--- config.mk ---
export PLATFORM = sky130hd
export DESIGN_NAME = irq_ctrl
export DESIGN_NICKNAME = d
export VERILOG_FILES = /design/src/rtl/irqc_pkg.sv /design/src/rtl/irqc_decode.sv /design/src/rtl/irqc_pending.sv /design/src/rtl/irqc_mask_reg.sv /design/src/rtl/irq_ctrl.sv
export SDC_FILE = /design/constraint.sdc
export NUM_CORES = 1
export LEC_CHECK = 0
export CORE_MARGIN = 2
export CORE_UTILIZATION = 36
export DETAILED_ROUTE_END_ITERATION = 8
export GPL_TIMING_DRIVEN = 0
export PLACE_DENSITY = 0.84
export RECOVER_POWER = 100
export SLEW_MARGIN = 10
export SYNTH_ARGS = -nofsm -noshare
export SYNTH_HDL_FRONTEND = slang
export SYNTH_SLANG_ARGS = --single-unit
--- constraint.sdc ---
create_clock -name clk -period 1.45 [get_ports clk]
set_input_delay 0.29 -clock clk [delete_from_list [all_inputs] [get_ports clk]]
set_output_delay 0.29 -clock clk [all_outputs]
set_load 0.05 [all_outputs]
--- src/rtl/irqc_pkg.sv ---
package irqc_pkg;

    localparam int ADDR_W   = 8;
    localparam int DATA_W   = 32;
    localparam int MAX_SRC  = 16;

    localparam logic [ADDR_W-1:0] PEND_OFS = 8'h70;
    localparam logic [ADDR_W-1:0] MASK_OFS = 8'h74;

    typedef struct packed {
        logic pend_wr;
        logic mask_wr;
        logic pend_rd;
        logic mask_rd;
    } irqc_access_t;

    function automatic logic hits(input logic [ADDR_W-1:0] a,
                                  input logic [ADDR_W-1:0] ofs);
        return a == ofs;
    endfunction

endpackage

--- src/rtl/irqc_decode.sv ---
module irqc_decode
    import irqc_pkg::*;
(
    input  logic [ADDR_W-1:0] addr,
    input  logic              wr,
    input  logic              rd,
    output irqc_access_t      acc
);
    logic at_pend;
    logic at_mask;

    always_comb begin
        at_pend     = hits(addr, PEND_OFS);
        at_mask     = hits(addr, MASK_OFS);
        acc.pend_wr = wr & at_pend;
        acc.mask_wr = wr & at_mask;
        acc.pend_rd = rd & at_pend;
        acc.mask_rd = rd & at_mask;
    end
endmodule

--- src/rtl/irqc_pending.sv ---
module irqc_pending #(
    parameter int NUM_SRC = 11
) (
    input  logic               clk,
    input  logic               rst,
    input  logic [NUM_SRC-1:0] req,
    input  logic               ack_we,
    input  logic [NUM_SRC-1:0] ack_val,
    output logic [NUM_SRC-1:0] pend
);
    logic [NUM_SRC-1:0] keep;

    always_comb begin
        keep = ack_we ? ack_val : {NUM_SRC{1'b1}};
    end

    // requests are ORed in after the acknowledge AND, so a set wins
    always_ff @(posedge clk) begin
        if (rst) begin
            pend <= '0;
        end else begin
            pend <= (pend & keep) | req;
        end
    end
endmodule

--- src/rtl/irqc_mask_reg.sv ---
module irqc_mask_reg #(
    parameter int NUM_SRC = 11
) (
    input  logic               clk,
    input  logic               rst,
    input  logic               we,
    input  logic [NUM_SRC-1:0] val,
    output logic [NUM_SRC-1:0] mask
);
    always_ff @(posedge clk) begin
        if (rst) begin
            mask <= '0;
        end else if (we) begin
            mask <= val;
        end
    end
endmodule

--- src/rtl/irq_ctrl.sv ---
module irq_ctrl
    import irqc_pkg::*;
#(
    parameter int NUM_SRC = 11
) (
    input  logic               clk,
    input  logic               rst,
    input  logic [ADDR_W-1:0]  bus_addr,
    input  logic               bus_wr,
    input  logic               bus_rd,
    input  logic [DATA_W-1:0]  bus_wdata,
    output logic [DATA_W-1:0]  bus_rdata,
    input  logic [NUM_SRC-1:0] irq_req,
    output logic               cpu_irq
);
    localparam int PAD_W = DATA_W - NUM_SRC;

    irqc_access_t       acc;
    logic [NUM_SRC-1:0] pend_q;
    logic [NUM_SRC-1:0] mask_q;
    logic [NUM_SRC-1:0] wval;

    initial begin
        if (NUM_SRC < 1 || NUM_SRC > MAX_SRC)
            $error("NUM_SRC must be 1..%0d", MAX_SRC);
    end

    assign wval = bus_wdata[NUM_SRC-1:0];

    irqc_decode u_dec (
        .addr (bus_addr),
        .wr   (bus_wr),
        .rd   (bus_rd),
        .acc  (acc)
    );

    irqc_pending #(.NUM_SRC(NUM_SRC)) u_pend (
        .clk     (clk),
        .rst     (rst),
        .req     (irq_req),
        .ack_we  (acc.pend_wr),
        .ack_val (wval),
        .pend    (pend_q)
    );

    irqc_mask_reg #(.NUM_SRC(NUM_SRC)) u_mask (
        .clk  (clk),
        .rst  (rst),
        .we   (acc.mask_wr),
        .val  (wval),
        .mask (mask_q)
    );

    always_comb begin
        unique case (1'b1)
            acc.pend_rd: bus_rdata = {{PAD_W{1'b0}}, pend_q};
            acc.mask_rd: bus_rdata = {{PAD_W{1'b0}}, mask_q};
            default:     bus_rdata = '0;
        endcase
    end

    assign cpu_irq = |(pend_q & mask_q);
endmodule

## After elaboration in Yosys (flattened, before gate mapping)

Cells that the tools add are included.
W data, S select, Z words.

- Equality and inequality tests: 2
- Multiplexer cells: 2
- Bitwise logic cells: 7
- Reduce and logical (&&, ||, !) cells: 1

Operators by type and width:

| operator | number |
|---|---|
| $and A11 B11 Y11 | 2 |
| $pmux W11 S2 | 1 |
| $eq A8 B7 Y1 const B | 2 |
| $mux W11 | 1 |
| $or A11 B11 Y11 | 1 |
| $reduce_or A11 Y1 | 1 |
| $and A1 B1 Y1 | 4 |

- Flip-flop bits (word level): 22
- Input bits: 55
- Output and inout bits: 33
- Logic and storage cells: 14

## Longest topological paths before layout

- Depth after elaboration: 5
- Depth in mapped cells: 4
- Mapped depth without buffers: 3

## Hierarchy

From an unflattened synthesis, not the netlist that was laid out.

- Cell total of the unflattened synthesis: 132
- Area total of the unflattened synthesis: 1325.0 um2

Modules (own cells, without submodules):

| module | instances | cells each | area an instance (um2) | seq. area each (um2) |
|---|---|---|---|---|
| irqc_pending | 1 | 46 | 520.5 | 220.2 |
| irqc_mask_reg | 1 | 35 | 386.6 | 220.2 |
| irq_ctrl | 1 | 42 | 327.8 | 0.0 |
| irqc_decode | 1 | 9 | 90.1 | 0.0 |

## Worst setup path before layout

OpenSTA, ideal clock, no wires.

- Path type: input port to output port
- Start: input port bus_addr[0]
- End: output port bus_rdata[0]
- Arrival: 1.561 ns
- Data required time: 1.160 ns
- Slack: -0.401 ns
- Stages on the path: 4
- Path buffers: 1
- Cells stage by stage: and4bb_4 -> nand3_1 -> buf_2 -> nor2_1

- Cells in the longest elaborated chain, start to end: 3
- Elaborated cells between the ends (all ways): 5

RTL lines:

| item | RTL line | source |
|---|---|---|
| from (decl) | irq_ctrl.sv:8 | `input logic [ADDR_W-1:0] bus_addr,` |
| $eq A8 B7 Y1 | irqc_pkg.sv:19 | `return a == ofs;` |
| $and A1 B1 Y1 (on tied branches) | irqc_decode.sv:18, irqc_decode.sv:17 |  |
| $pmux W11 S2 * | irq_ctrl.sv:55 | `unique case (1'b1)` |
| to (decl) | irq_ctrl.sv:12 | `output logic [DATA_W-1:0] bus_rdata,` |

Mark *: on every way between the ends. The rest lies on a longest branch, timed or not.

## Final worst setup path

- Start: register u_mask.mask[9]
- End: output port cpu_irq

- Cells in the longest elaborated chain, start to end: 2

RTL lines:

| item | RTL line | source |
|---|---|---|
| from (decl) | irqc_mask_reg.sv:8 | `output logic [NUM_SRC-1:0] mask` |
| from (signal assigned) | irqc_mask_reg.sv:14 | `mask <= val;` |
| $and A11 B11 Y11 | irq_ctrl.sv:62 | `assign cpu_irq = \|(pend_q & mask_q);` |
| $reduce_or A11 Y1 | irq_ctrl.sv:62 |  |
| to (decl) | irq_ctrl.sv:14 | `output logic cpu_irq` |

No other way between the ends.

==> qor.txt <==
first-pass GRT wire length: 5300 um
number of synthesized flops with an enable pin: 0
FMAX: 611 MHz
die width: 64.7 um
synthesized instance count: 150
Critical Path End Type: output port
PwrDens: 660 nW/um^2
die area: 4180 um^2
routability cong.: 0.766
Clock Sink Count: 22
layout cells sized above 1: 38.7%
worst path required time: 1.16 ns
routed len/inst: 12.3 um
fill cell total of the finished layout: 289
worst skew pair latency: 0.25 ns
Synth top area share: 33.2%
max-slew violation count: 0
critical path cell sequence: a22o_1, a221oi_2, nand3_1, buf_6
grt ovf: 0
Pwr Total: 1480 uW
Tcrit/Tclk final: 113%
synth top area cells: dfxtp_1 33%, mux2i_1 17%, buf_4 12%, nand2b_1 10%, nor2_1 9.3%
Synth Register Bits: 22
DR iter-0 viols: 61
Initial Utilization: 36.7%
area leader, netlist: dfxtp_1
Via density: 4.44
critical path type: register to output port
core area: 3610 um^2
Sequential Power Share: 43.9%
largest net degree at the start of global routing: 13
All-Layer GR Usage: 16.6%
CP max stage delay: 0.34 ns
Buffers & Inverters on Critical Path: 1
initial antenna violation count: 0
root buffer cell: clkbuf_8
dpl hpwl: 2290 um
P_leak: 0.000991 uW
Num CTS Buffers: 3
clock tree buffer depth: 2
sequential area share after synthesis: 33.2%
unrepaired setup endpoints after global routing: true
Min Clock Period, post-route: 1.64 ns
failing checks: setup timing
Setup-failing EPs final: 12
CP top delay family: compound AO/OA/AOI/OAI gates
Post-Route WL: 3360 um
clock network power share: 29.2%
port buffer count: 45
Int Pwr: 1050 uW
Worst-path clk slew: 0.08 ns
Syn Std Cell Area: 1330 um^2
CTS H-tree depth: 1
FFs w/ async S/R, synth: 0%
Net Sw Frac: 29.1%
routed vias: 1213
Gate power share: 26.9%
most frequent cells after synthesis: 33 x nor2_1, 22 x dfxtp_1, 22 x mux2i_1, 22 x nand2b_1, 21 x buf_4
Hold Crit Class: register to register
number of remaining DRC errors: 0
Detailed Routing Iterations Pass 1: 4
peak supply drop: 0.346 mV
syn avg cell area: 8.83 um^2
Final Hold Viols: 0
dominant synthesized flop cell: dfxtp_1
# diodes: 0
crit path setup slack, layout: -0.186 ns
status: finished with violations
Yosys cell types: 18
P_sw: 431 uW
vias in the first global route: 1097
most common cell in the netlist: nor2_1
Worst EP arrival: 1.35 ns
Max-Cap Viols: 0
# rows: 22
Area Growth Syn to Fin: 69.0%
startpoint type of the worst setup path: register
YS warnings: 0
# hold bufs at CTS: 0
Layout Skew: 0 ns
final core occ: 62.1%
IO Pins: 88
CTS tree: built
Detail Route Antenna Nets: 0
Chip Height: 64.7 um
Nets: 281
CP max stage cell: dfxtp_2
Max FO, Critical Path: 3
through the flow:
step	hold slack [ns]	area [um^2]	setup slack (ns)	cells	setup TNS, ns
after CTS	0.498	2220	-0.185	272	-1.56
final	0.509	2240	-0.186	273	-1.39
after detailed placement	0.485	2030	-1.18	263	-19.53
after floorplan	0.442	1520	-0.0220	170	-0.220
after global routing	0.514	2240	-0.259	273	-1.88
after global placement	0.477	2030	-1.15	263	-18.90
cells in the final DEF (no fill, tap or decap), drive strengths merged, types with 2 or more instances in the layout:
master	n
nand3	2
mux2i	22
clkdlybuf4s50	23
a221oi	2
nor2	33
a211oi	11
nand2b	22
clkbuf	12
dfxtp	22
a22o	2
conb	21
buf	45
layout make-up:
class                      count  area [um^2]  area share (%)
buffer                        28          230            10.3
multi-input combinational    120          927            41.4
tap                           48         60.1            2.68
sequential                    22          444            19.8
timing repair buffer          51          523            23.4
clock buffer                   4         55.1            2.46
routing by layer:
metal  global-route usage (%)  share of wire, %
met1                     20.4                41
met2                     29.8                52
met3                     2.43               4.8
met4                     4.79               2.0
met5                        0                 0
worst paths after layout:
kind	start	to	slack [ns]	cells past startpoint
max	u_mask.mask[9]	cpu_irq	-0.19	4
min	u_mask.mask[4]	u_mask.mask[4]	0.51	2
max reg2reg	u_pend.pend[9]	u_pend.pend[9]	0.68	3
min reg2reg	u_mask.mask[4]	u_mask.mask[4]	0.51	2
power by group through the flow:
| stage | registers [uW] | clock network [uW] | logic [uW] |
|---|---|---|---|
| 4_1_cts | 648 | 435 | 388 |
| 6_report | 650 | 431 | 398 |
| 3_3_place_gp | 657 | 0 | 368 |
| 5_1_grt | 652 | 470 | 420 |
| 3_5_place_dp | 658 | 0 | 372 |
| 2_1_floorplan | 652 | 0 | 253 |
cell families (layout without fill, tap and decap cells):
group | Yosys count | after routing | share of synthesized area (%)
buf+inv | 28 | 83 | 15.2
simple gates | 61 | 61 | 25.0
flops | 22 | 22 | 33.2
other cells | 1 | 21 | 0.283
compound gates | 16 | 16 | 9.63
mux | 22 | 22 | 16.6
state kept, by name, indices dropped and copies added, names as in the netlist:
signal,count
u_mask.mask,11
u_pend.pend,11
tightest hold or removal path, stage by stage (launching register included):
cell	delay, ns
dfxtp_1	0.33
nand2b_1	0.07
mux2i_1	0.06
what timing repair did:
| action | 4_1_cts | 5_1_grt |
|---|---|---|
| cloned | 1 | 0 |
| buffers inserted | 4 | 1 |
| resized for setup | 133 | 9 |
| pin swaps | 7 | 4 |
| endpoints found under the setup margin | 22 | 12 |
Note: power is estimated with default switching activity, not from simulation.
